### src/rtl/rhs_pkg.sv
package rhs_pkg;
  // Command codes on the shared command path
  typedef enum logic [2:0] {
    CMD_NOP = 3'd0,
    CMD_PRE = 3'd1,
    CMD_ACT = 3'd2,
    CMD_RD  = 3'd3,
    CMD_WR  = 3'd4
  } cmd_e;
endpackage

### src/rtl/rhs_queue.sv
// Request store with arrival rank: rank 0 is the oldest valid entry.
module rhs_queue #(
  parameter int DEPTH = 8,
  parameter int BANKW = 2,
  parameter int ROWW  = 8,
  parameter int COLW  = 6,
  parameter int TAGW  = 4,
  localparam int IDXW = $clog2(DEPTH)
) (
  input  logic                        clk,
  input  logic                        rst,
  input  logic                        push,
  input  logic [BANKW-1:0]            push_bank,
  input  logic [ROWW-1:0]             push_row,
  input  logic [COLW-1:0]             push_col,
  input  logic                        push_we,
  input  logic [TAGW-1:0]             push_tag,
  input  logic                        pop,
  input  logic [IDXW-1:0]             pop_idx,
  output logic [DEPTH-1:0]            valid,
  output logic [DEPTH-1:0][BANKW-1:0] bank,
  output logic [DEPTH-1:0][ROWW-1:0]  row,
  output logic [DEPTH-1:0][COLW-1:0]  col,
  output logic [DEPTH-1:0]            we,
  output logic [DEPTH-1:0][TAGW-1:0]  tag,
  output logic [DEPTH-1:0][IDXW-1:0]  rank,
  output logic                        full
);
  logic [DEPTH-1:0]            valid_q;
  logic [DEPTH-1:0][IDXW-1:0]  rank_q;
  logic [DEPTH-1:0][BANKW-1:0] bank_q;
  logic [DEPTH-1:0][ROWW-1:0]  row_q;
  logic [DEPTH-1:0][COLW-1:0]  col_q;
  logic [DEPTH-1:0]            we_q;
  logic [DEPTH-1:0][TAGW-1:0]  tag_q;
  logic [IDXW:0]               count;
  logic [IDXW-1:0]             free_idx;
  logic [IDXW-1:0]             new_rank;

  always_comb begin
    count = '0;
    for (int i = 0; i < DEPTH; i++) count = count + (IDXW+1)'(valid_q[i]);
  end

  // lowest free slot
  always_comb begin
    free_idx = '0;
    for (int i = DEPTH-1; i >= 0; i--)
      if (!valid_q[i]) free_idx = IDXW'(i);
  end

  // a newcomer is younger than every entry that stays
  assign new_rank = count[IDXW-1:0] - IDXW'(pop);
  assign full     = (count == (IDXW+1)'(DEPTH));

  always_ff @(posedge clk) begin
    if (rst) begin
      valid_q <= '0;
      rank_q  <= '0;
    end else begin
      for (int i = 0; i < DEPTH; i++) begin
        if (pop && IDXW'(i) == pop_idx)
          valid_q[i] <= 1'b0;
        else if (pop && valid_q[i] && rank_q[i] > rank_q[pop_idx])
          rank_q[i] <= rank_q[i] - 1'b1;
      end
      if (push) begin
        valid_q[free_idx] <= 1'b1;
        rank_q[free_idx]  <= new_rank;
      end
    end
  end

  // payload fields: written only, no reset
  always_ff @(posedge clk) begin
    if (push) begin
      bank_q[free_idx] <= push_bank;
      row_q[free_idx]  <= push_row;
      col_q[free_idx]  <= push_col;
      we_q[free_idx]   <= push_we;
      tag_q[free_idx]  <= push_tag;
    end
  end

  assign valid = valid_q;
  assign rank  = rank_q;
  assign bank  = bank_q;
  assign row   = row_q;
  assign col   = col_q;
  assign we    = we_q;
  assign tag   = tag_q;


  pop_live_chk: assert property (@(posedge clk) disable iff (rst)
    pop |-> valid_q[pop_idx]);


  occupancy_grow_chk: assert property (@(posedge clk) disable iff (rst)
    (push && !pop) |=> $countones(valid_q) == $past($countones(valid_q)) + 1);
endmodule

### src/rtl/rhs_bank.sv
// Per-bank open-row state and busy window.
module rhs_bank
  import rhs_pkg::*;
#(
  parameter int ROWW  = 8,
  parameter int CNTW  = 3,
  parameter int T_COL = 4,
  parameter int T_ACT = 6,
  parameter int T_PRE = 6
) (
  input  logic            clk,
  input  logic            rst,
  input  logic            issue,
  input  cmd_e            kind,
  input  logic [ROWW-1:0] row,
  output logic            idle,
  output logic            open,
  output logic [ROWW-1:0] open_row
);
  logic [CNTW-1:0] cnt_q;
  logic [CNTW-1:0] hold;
  logic            open_q;
  logic [ROWW-1:0] open_row_q;

  always_comb begin
    case (kind)
      CMD_PRE: hold = CNTW'(T_PRE - 1);
      CMD_ACT: hold = CNTW'(T_ACT - 1);
      default: hold = CNTW'(T_COL - 1);
    endcase
  end

  always_ff @(posedge clk) begin
    if (rst) begin
      cnt_q      <= '0;
      open_q     <= 1'b0;
      open_row_q <= '0;
    end else if (issue) begin
      cnt_q <= hold;
      if (kind == CMD_PRE) open_q <= 1'b0;
      if (kind == CMD_ACT) begin
        open_q     <= 1'b1;
        open_row_q <= row;
      end
    end else if (cnt_q != '0) begin
      cnt_q <= cnt_q - 1'b1;
    end
  end

  assign idle     = (cnt_q == '0);
  assign open     = open_q;
  assign open_row = open_row_q;


  idle_issue_chk: assert property (@(posedge clk) disable iff (rst)
    issue |-> idle);


  busy_after_chk: assert property (@(posedge clk) disable iff (rst)
    issue |=> !idle);


  act_closed_chk: assert property (@(posedge clk) disable iff (rst)
    (issue && kind == CMD_ACT) |-> !open_q);


  pre_open_chk: assert property (@(posedge clk) disable iff (rst)
    (issue && kind == CMD_PRE) |-> open_q);


  col_hit_chk: assert property (@(posedge clk) disable iff (rst)
    (issue && (kind == CMD_RD || kind == CMD_WR)) |-> (open_q && open_row_q == row));
endmodule

### src/rtl/rhs_pick.sv
// Row-hit-first, then oldest, selection over idle-bank entries.
module rhs_pick
  import rhs_pkg::*;
#(
  parameter int DEPTH = 8,
  parameter int BANKS = 4,
  parameter int ROWW  = 8,
  localparam int BANKW = $clog2(BANKS),
  localparam int IDXW  = $clog2(DEPTH)
) (
  input  logic [DEPTH-1:0]            valid,
  input  logic [DEPTH-1:0][BANKW-1:0] bank,
  input  logic [DEPTH-1:0][ROWW-1:0]  row,
  input  logic [DEPTH-1:0]            we,
  input  logic [DEPTH-1:0][IDXW-1:0]  rank,
  input  logic [BANKS-1:0]            bank_idle,
  input  logic [BANKS-1:0]            bank_open,
  input  logic [BANKS-1:0][ROWW-1:0]  bank_row,
  output logic                        found,
  output logic [IDXW-1:0]             idx,
  output cmd_e                        kind
);
  logic [DEPTH-1:0] elig;
  logic [DEPTH-1:0] hit;
  logic             best_hit;
  logic [IDXW-1:0]  best_rank;

  always_comb begin
    for (int i = 0; i < DEPTH; i++) begin
      elig[i] = valid[i] && bank_idle[bank[i]];
      hit[i]  = bank_open[bank[i]] && (bank_row[bank[i]] == row[i]);
    end
  end

  always_comb begin
    found     = 1'b0;
    idx       = '0;
    best_hit  = 1'b0;
    best_rank = '0;
    for (int i = 0; i < DEPTH; i++) begin
      if (elig[i] && (!found || (hit[i] && !best_hit) ||
                      (hit[i] == best_hit && rank[i] < best_rank))) begin
        found     = 1'b1;
        idx       = IDXW'(i);
        best_hit  = hit[i];
        best_rank = rank[i];
      end
    end
  end

  always_comb begin
    if (!found)                 kind = CMD_NOP;
    else if (best_hit)          kind = we[idx] ? CMD_WR : CMD_RD;
    else if (bank_open[bank[idx]]) kind = CMD_PRE;
    else                        kind = CMD_ACT;
  end
endmodule

### src/rtl/rowhit_sched.sv
module rowhit_sched
  import rhs_pkg::*;
#(
  parameter int QDEPTH = 8,
  parameter int BANKS  = 4,
  parameter int ROWW   = 8,
  parameter int COLW   = 6,
  parameter int TAGW   = 4,
  parameter int T_COL  = 4,
  parameter int T_ACT  = 6,
  parameter int T_PRE  = 6,
  localparam int BANKW = $clog2(BANKS)
) (
  input  logic             clk,
  input  logic             rst,
  input  logic             req_valid,
  output logic             req_ready,
  input  logic [BANKW-1:0] req_bank,
  input  logic [ROWW-1:0]  req_row,
  input  logic [COLW-1:0]  req_col,
  input  logic             req_we,
  input  logic [TAGW-1:0]  req_tag,
  output logic             cmd_valid,
  output logic [2:0]       cmd_kind,
  output logic [BANKW-1:0] cmd_bank,
  output logic [ROWW-1:0]  cmd_row,
  output logic [COLW-1:0]  cmd_col,
  output logic             done_valid,
  output logic [TAGW-1:0]  done_tag
);
  localparam int IDXW = $clog2(QDEPTH);
  localparam int TMAX = (T_COL > T_ACT) ? ((T_COL > T_PRE) ? T_COL : T_PRE)
                                        : ((T_ACT > T_PRE) ? T_ACT : T_PRE);
  localparam int CNTW = $clog2(TMAX + 1);

  logic [QDEPTH-1:0]            q_valid;
  logic [QDEPTH-1:0][BANKW-1:0] q_bank;
  logic [QDEPTH-1:0][ROWW-1:0]  q_row;
  logic [QDEPTH-1:0][COLW-1:0]  q_col;
  logic [QDEPTH-1:0]            q_we;
  logic [QDEPTH-1:0][TAGW-1:0]  q_tag;
  logic [QDEPTH-1:0][IDXW-1:0]  q_rank;
  logic                         q_full;
  logic                         push;
  logic                         pop;

  logic [BANKS-1:0]             b_idle;
  logic [BANKS-1:0]             b_open;
  logic [BANKS-1:0][ROWW-1:0]   b_row;
  logic [BANKS-1:0]             b_issue;

  logic                         pk_found;
  logic [IDXW-1:0]              pk_idx;
  cmd_e                         pk_kind;

  logic                         cmd_valid_q;
  cmd_e                         cmd_kind_q;
  logic [BANKW-1:0]             cmd_bank_q;
  logic [ROWW-1:0]              cmd_row_q;
  logic [COLW-1:0]              cmd_col_q;
  logic                         done_valid_q;
  logic [TAGW-1:0]              done_tag_q;

  assign req_ready = !q_full;
  assign push      = req_valid && !q_full;
  assign pop       = pk_found && (pk_kind == CMD_RD || pk_kind == CMD_WR);

  rhs_queue #(
    .DEPTH(QDEPTH), .BANKW(BANKW), .ROWW(ROWW), .COLW(COLW), .TAGW(TAGW)
  ) queue_i (
    .clk(clk), .rst(rst),
    .push(push), .push_bank(req_bank), .push_row(req_row), .push_col(req_col),
    .push_we(req_we), .push_tag(req_tag),
    .pop(pop), .pop_idx(pk_idx),
    .valid(q_valid), .bank(q_bank), .row(q_row), .col(q_col), .we(q_we),
    .tag(q_tag), .rank(q_rank), .full(q_full)
  );

  rhs_pick #(
    .DEPTH(QDEPTH), .BANKS(BANKS), .ROWW(ROWW)
  ) pick_i (
    .valid(q_valid), .bank(q_bank), .row(q_row), .we(q_we), .rank(q_rank),
    .bank_idle(b_idle), .bank_open(b_open), .bank_row(b_row),
    .found(pk_found), .idx(pk_idx), .kind(pk_kind)
  );

  for (genvar b = 0; b < BANKS; b++) begin : g_bank
    assign b_issue[b] = pk_found && (q_bank[pk_idx] == BANKW'(b));
    rhs_bank #(
      .ROWW(ROWW), .CNTW(CNTW), .T_COL(T_COL), .T_ACT(T_ACT), .T_PRE(T_PRE)
    ) bank_i (
      .clk(clk), .rst(rst), .issue(b_issue[b]), .kind(pk_kind),
      .row(q_row[pk_idx]), .idle(b_idle[b]), .open(b_open[b]),
      .open_row(b_row[b])
    );
  end

  always_ff @(posedge clk) begin
    if (rst) begin
      cmd_valid_q  <= 1'b0;
      cmd_kind_q   <= CMD_NOP;
      cmd_bank_q   <= '0;
      cmd_row_q    <= '0;
      cmd_col_q    <= '0;
      done_valid_q <= 1'b0;
      done_tag_q   <= '0;
    end else begin
      cmd_valid_q  <= pk_found;
      cmd_kind_q   <= pk_kind;
      cmd_bank_q   <= q_bank[pk_idx];
      cmd_row_q    <= q_row[pk_idx];
      cmd_col_q    <= q_col[pk_idx];
      done_valid_q <= pop;
      done_tag_q   <= q_tag[pk_idx];
    end
  end

  assign cmd_valid  = cmd_valid_q;
  assign cmd_kind   = cmd_kind_q;
  assign cmd_bank   = cmd_bank_q;
  assign cmd_row    = cmd_row_q;
  assign cmd_col    = cmd_col_q;
  assign done_valid = done_valid_q;
  assign done_tag   = done_tag_q;


  one_bank_chk: assert property (@(posedge clk) disable iff (rst)
    $onehot0(b_issue));


  done_col_chk: assert property (@(posedge clk) disable iff (rst)
    done_valid_q |-> (cmd_valid_q && (cmd_kind_q == CMD_RD || cmd_kind_q == CMD_WR)));
endmodule

### config.mk
export PLATFORM = sky130hd
export DESIGN_NAME = rowhit_sched
export DESIGN_NICKNAME = d
export VERILOG_FILES = /design/src/rtl/rhs_pkg.sv /design/src/rtl/rhs_queue.sv /design/src/rtl/rhs_bank.sv /design/src/rtl/rhs_pick.sv /design/src/rtl/rowhit_sched.sv
export SDC_FILE = /design/constraint.sdc
export NUM_CORES = 1
export LEC_CHECK = 0
export BUFFER_PORTS_ARGS = -buffer_cell sky130_fd_sc_hd__buf_2
export CAP_MARGIN = 20
export CORE_ASPECT_RATIO = 0.5
export CORE_MARGIN = 2
export CORE_UTILIZATION = 60
export DETAILED_ROUTE_END_ITERATION = 12
export MAX_ROUTING_LAYER = met4
export PLACE_DENSITY = 0.87
export SYNTH_ARGS = -nofsm -noshare
export SYNTH_HDL_FRONTEND = slang
export SYNTH_HIERARCHICAL = 1
export SYNTH_SLANG_ARGS = --single-unit
export TNS_END_PERCENT = 5
### constraint.sdc
create_clock -name clk -period 17.7 [get_ports clk]
set_input_delay 0 -clock clk [delete_from_list [all_inputs] [get_ports clk]]
set_output_delay 0 -clock clk [all_outputs]
set_load 0.02 [all_outputs]
Word level (Yosys, flattened, before mapping)
Cells that the tools add are included.
W data, S select, Z words.
{"block": "word_totals", "reg_bits": 273, "input_bits": 24, "out_inout_bits": 26, "elab_cells": 436}
{"block": "op_classes", "add_sub_neg": 20, "order_cmp": 27, "eq_ne": 30, "mux": 175, "n_bitwise": 1, "n_reduce_logical": 122}
{"cell": "$mux W3", "n": 57}
{"cell": "$bmux W8 S2", "n": 8}
{"cell": "$mux W8", "n": 11}
{"cell": "$logic_and A1 B1 Y1", "n": 68}
{"cell": "$bwmux W64", "n": 1}
{"cell": "$eq A8 B8 Y1", "n": 8}
{"cell": "$mux W1", "n": 54}
{"cell": "$bwmux W48", "n": 1}
{"cell": "$sub A3 B1 Y3 const B", "n": 12}
{"cell": "$bmux W1 S2", "n": 17}
{"cell": "$bwmux W32", "n": 1}
{"cell": "$lt A2 B3 Y1 const B", "n": 9}
{"cell": "$add A4 B1 Y4", "n": 6}
{"cell": "$bmux W8 S3", "n": 1}
{"cell": "$bwmux W24", "n": 1}
{"cell": "$demux W8 S3", "n": 1}
{"cell": "$gt A3 B3 Y1", "n": 8}
{"cell": "$mux W24", "n": 1}
{"cell": "$lt A3 B3 Y1", "n": 7}
{"cell": "$bmux W6 S3", "n": 1}
{"cell": "$demux W6 S3", "n": 1}
{"cell": "$bwmux W16", "n": 1}
{"cell": "$reduce_and A2 Y1", "n": 8}
{"cell": "$logic_not A1 Y1", "n": 15}
{"cell": "other kinds (33)", "n": 77}

Depth between registers and ports, before layout
{"block": "logic_depth", "ltp_word": 64, "mapped_depth": 78, "mapped_depth_nobuf": 75}

Hierarchy
Netlist, hierarchy kept.
{"mod": "rhs_queue", "instances": 1, "cells_per_inst": 473, "area_each_um2": 7838.8, "seq_area_each_um2": 5685.5}
{"mod": "rhs_pick", "instances": 1, "cells_per_inst": 429, "area_each_um2": 4232.8, "seq_area_each_um2": 0.0}
{"mod": "rhs_bank", "instances": 4, "cells_per_inst": 56, "area_each_um2": 526.8, "seq_area_each_um2": 240.2}
{"mod": "rowhit_sched", "instances": 1, "cells_per_inst": 134, "area_each_um2": 1905.6, "seq_area_each_um2": 500.5}

Worst setup path after synthesis
Ideal clock, no wire load.
{"block": "synth_path", "path_kind": "flip-flop to flip-flop", "startpoint": "reg queue_i.bank_q, in the netlist queue_i/bank[0]", "endpoint": "reg queue_i.rank_q, in the netlist queue_i/rank[2]", "setup_time_ns": 0.103, "arrival_ns": 14.050, "t_required_ns": 17.597, "path_slack_ns": 3.547, "path_stages_with_launch": 73, "n_path_buf": 4, "synth_period_minus_slack_ns": 14.153, "path_cell_list": "edfxtp_1 > buf_1 > mux4_2 > xnor2_1 > nand4_1 > nor4_1 > inv_1 > ha_1 > nand2b_1 > a211oi_1 > o31a_1 > buf_6 > nand2_1 > o21ai_0 > inv_1 > ha_1 > nand2_1 > or3_1 > [37 not listed] > o31ai_1 > o221ai_1 > clkbuf_1 > or3_1 > buf_2 > o221ai_1 > o2bb2a_1 > o22a_1 > a31oi_1 > nor2_1 > nand2_1 > a21oi_1 > ha_1 > ha_1 > xnor2_1 > xnor2_1 > inv_1 > a2111oi_2"}
{"block": "synth_between", "elab_chain_cells": 64, "elab_cells_between_ends": 129, "classes_between": "add/sub: 1; order compare: 8; eq/ne: 10; mux: 53; reduce/logical: 57"}
{"item": "start: declaration", "line": "rhs_queue.sv:31", "source": "logic [DEPTH-1:0][BANKW-1:0] bank_q;"}
{"item": "start signal: indexed assignment", "line": "rhs_queue.sv:77", "source": "bank_q[free_idx] <= push_bank;"}
{"item": "branches (longest 46 deep; another with $lt A3 B3 Y1)"}
{"item": "$mux W3 *", "line": "rhs_pick.sv:41", "source": "if (elig[i] && (!found || (hit[i] && !best_hit) ||"}
{"item": "named net pk_idx[1]", "line": "rowhit_sched.sv:53", "source": "logic [IDXW-1:0] pk_idx;"}
{"item": "$bmux W2 S3", "line": "rhs_pick.sv:54", "source": "else if (bank_open[bank[idx]]) kind = CMD_PRE;"}
{"item": "$mux W2 (implied by the code)", "line": "rhs_pick.sv:54"}
{"item": "$bmux W1 S2", "line": "rhs_pick.sv:54"}
{"item": "$mux W1 (implied by the code)", "line": "rhs_pick.sv:54"}
{"item": "$mux W2", "line": "rhs_pick.sv:54"}
{"item": "[2 not listed]"}
{"item": "named net pk_kind[1]", "line": "rowhit_sched.sv:54", "source": "cmd_e pk_kind;"}
{"item": "[2 not listed]"}
{"item": "$logic_and A1 B1 Y1 *", "line": "rowhit_sched.sv:66", "source": "assign pop = pk_found && (pk_kind == CMD_RD || pk_kind == CMD_WR);"}
{"item": "named net pop", "line": "rowhit_sched.sv:45", "source": "logic pop;"}
{"item": "$logic_and A1 B1 Y1 (2 in series)", "line": "rhs_queue.sv:64", "source": "else if (pop && valid_q[i] && rank_q[i] > rank_q[pop_idx])"}
{"item": "$mux W3", "line": "rhs_queue.sv:64"}
{"item": "$mux W3", "line": "rhs_queue.sv:62", "source": "if (pop && IDXW'(i) == pop_idx)"}
{"item": "$mux W3", "line": "rhs_queue.sv:57", "source": "if (rst) begin"}
{"item": "$bwmux W24", "line": "rhs_queue.sv:69", "source": "rank_q[free_idx] <= new_rank;"}
{"item": "$mux W24 *", "line": "rhs_queue.sv:67", "source": "if (push) begin"}
{"item": "end signal: indexed assignment", "line": "rhs_queue.sv:65", "source": "rank_q[i] <= rank_q[i] - 1'b1;"}
{"item": "end signal: indexed assignment", "line": "rhs_queue.sv:69"}
{"item": "end: declaration", "line": "rhs_queue.sv:30", "source": "logic [DEPTH-1:0][IDXW-1:0] rank_q;"}
Mark *: on every way through the listed nets, which the timed path passes. The select of a mux whose other input is x is not followed.
A chain may end at the register's enable or synchronous reset.

Worst setup path after layout
{"block": "layout_path", "startpoint": "reg queue_i.bank_q, in the netlist queue_i/bank[1]", "endpoint": "reg queue_i.rank_q, in the netlist queue_i/rank[2]"}
Same word-level chain as after synthesis.

==> results_dict.tcl <==
set metrics [dict create \
    drive_gt1_share_pct 21.8 \
    worstPathMaxFanout 20 \
    grt_usage_pct 32.9 \
    die-area_mm2 0.0282 \
    cap_violations 0 \
    synth_area_mm2 0.0161 \
    yosysMostFrequentCell "edfxtp_1" \
    syn2layout_area_growth_pct 10.4 \
    ys_async_sr_fraction_pct 0 \
    finalSetupViolCount 0 \
    yosysUniqueCellTypes 88 \
    grt_max_degree 71 \
    cp_slowest_stage_delay_ps 860 \
    num_vias 11900 \
    grt_overflow_total 0 \
    fp.dieH_um 120 \
    finalNetCount 1429 \
    numCtsBuffers 25 \
    slew_headroom_pct 29.4 \
    pin_count 50 \
    synth_common_cells "edfxtp_1, mux4_2, dfxtp_1" \
    ff2ff_setup_slack_ps 1050 \
    synth_enable_flop_cells 168 \
    synthCells 1260 \
    core_mm2 0.0264 \
    drt_iter0_markers 1450 \
    yosysTopAreaCellShare_pct 31.4 \
    clock_skew_ps 13.2 \
    synth-seq-cells 273 \
    cellPowerDensity_mw_per_mm2 90.3 \
    crit_end "queue_i/rank[2]" \
    synth_flop_cell "edfxtp_1" \
    ant_nets 0 \
    worst_slew_pin_slew_ps 1030 \
    cts_max_level 1 \
    clock_sinks 273 \
    fmax_ghz 0.0601 \
    min_period_over_period_pct 94.1 \
    crit_required_ps 18160 \
    drc 0 \
    dieWidth_um 236 \
    rows 42 \
    port_buffers 49 \
    vias_per_cell 6.98 \
    hold_class "in2reg" \
    status "finished, final reports clean" \
    dpl.cell_count 1632 \
    drtPass1Iterations 6 \
    leakage_nw 6.21 \
    ys_seq_area_share_pct 44.4 \
    arrival_ps 17110 \
    yosys-top-cells-area "edfxtp_1, mux4_2, dfxtp_1, ha_1, mux2i_1" \
    clkSlewWorstSetupHoldPaths_ps 70 \
    crit_type "reg2reg" \
    finalSetupTns_ps 0 \
    hold-worst-slack_ps 56.8 \
    startpoint "queue_i/bank[1]" \
    hold_violations 0 \
    cp-start-kind "flop" \
    diodes 0 \
    crit_path_end_kind "flop" \
    synth_nets 1354 \
    r2r_end "queue_i/rank[2]" \
    layout_min_cycle_time_ps 16650 \
    grt_pass1_vias 12000 \
    clock_latency_ps 570 \
    drv_slew 0 \
    r2r_start "queue_i/bank[1]" \
    cts_max_path_buffers 3 \
    slowest_stage "edfxtp_1" \
    cts-root-buf "clkbuf_16" \
    stdcell_count 1705 \
    antenna_found_initial 0 \
    rsz0062_at_grt "false" \
    wire_per_inst_um 26.5 \
    synth.largest_area_cell "edfxtp_1" \
    start_util_pct 61.0 \
    fill_cells 1813 \
    gp_congestion 1.00 \
    synth_warnings 6 \
    tritoncts "yes" \
    cpMostUsedCell "ha_1" \
    place_hpwl_um 28700 \
    syn_area_per_cell_um2 12.8 \
    ff2ff_path_depth 68 \
    grt_pass1_wl_um 68800 \
    wirelength_um 45100 \
    ir_worst_vdd_mv 0.0927 \
]
## report_power, final
part           switching, mW  total [mW]  internal (mW)  leakage (nW)
clock                  0.248       0.542          0.295         0.401
sequential            0.0230       0.725          0.702          2.38
combinational          0.187       0.336          0.149          3.42
total                  0.458        1.60           1.14          6.21
## layer usage
metal | vias to the layer above | global-route usage (%) | wire length [um]
met1 | 5838 | 40.4 | 16300
li1 | 4989 | - | -
met5 | - | - | 0
met3 | 214 | 8.63 | 5630
met2 | 866 | 52.1 | 20800
met4 | 0 | 15.0 | 2450
## what timing repair did
action                                  CTS  global route
endpoints found under the setup margin    0            48
hold endpoints to repair                203             0
resized for setup                         0             6
hold buffers                             22             0
setup buffers                             0             5
## worst min path at each step
stage          startpoint  slack [ps]                    end  cells past startpoint
6_report        req_valid          60        queue_i/rank[3]                      4
5_1_grt         req_valid          80        queue_i/rank[3]                      4
2_1_floorplan         rst          70  g_bank[0].bank_i/open                      1
4_1_cts         req_valid          30        queue_i/rank[3]                      4
3_3_place_gp   req_row[4]         260        queue_i/row[60]                      1
3_5_place_dp   req_row[6]         260        queue_i/row[46]                      1
## cell families (layout without fill, tap and decap cells)
kind of cell / Yosys count / count (layout) / share of synthesized area, %
buffers and inverters: 126 / 218 / 3.63
AND/OR/NAND/NOR: 294 / 295 / 9.74
flip-flops: 273 / 273 / 44.4
AO/OA/AOI/OAI: 200 / 200 / 8.82
adder cells (fa/ha/maj): 70 / 70 / 5.63
XOR/XNOR: 86 / 86 / 4.68
multiplexers: 211 / 211 / 23.1
## layout make-up
type | count | area (um2) | share of cell area (%)
flip-flops and latches | 273 | 7150 | 40.2
repair buffers | 96 | 684 | 3.85
inverters | 77 | 290 | 1.63
well taps | 352 | 440 | 2.48
clock buffers | 34 | 699 | 3.94
multi-input cells | 862 | 8390 | 47.3
clock inverters | 11 | 105 | 0.592
## critical path: cells and delay by family (launching register included)
family                     cells  cell delay (ps)
and+or+nand+nor               19             4080
DFF                            1              860
buffers and inverters          6              750
adders and majority gates      9             2260
muxes                          6             1920
xor gates and xnor gates       3              640
AOI/OAI and AO/OA             25             6020
## registers in the layout, summed over array words and instances (netlist names)
signal,flops
g_bank.bank_i/cnt_q,12
cmd_col,6
queue_i/valid,8
g_bank.bank_i/open,4
queue_i/col,48
cmd_row,8
queue_i/tag,32
done_valid,1
g_bank.bank_i/open_row,32
cmd_valid,1
queue_i/rank,24
queue_i/bank,16
queue_i/row,64
cmd_bank,2
done_tag,4
cmd_kind,3
queue_i/we,8
## layout by cell type (no fill, tap or decap), types with 47 or more instances in the layout
master	n
a21oi_1	48
buf_2	48
dfxtp_1	105
edfxtp_1	168
ha_1	66
inv_1	70
mux2i_1	69
mux4_2	117
nand2_1	47
nor2_1	96
xor2_1	52
## per-stage QoR
stage          setup WS, ps  util, %  power, mW  area [um2]
2_1_floorplan          3550        -      0.968       16100
3_3_place_gp           1590     63.0       1.04       16600
3_5_place_dp            668     63.0       1.06       16600
4_1_cts                 531     66.9       1.60       17700
5_1_grt                23.9     67.3       1.66       17800
6_report               1050     67.3       1.60       17800
No activity file was read; power rests on OpenSTA's default activity.
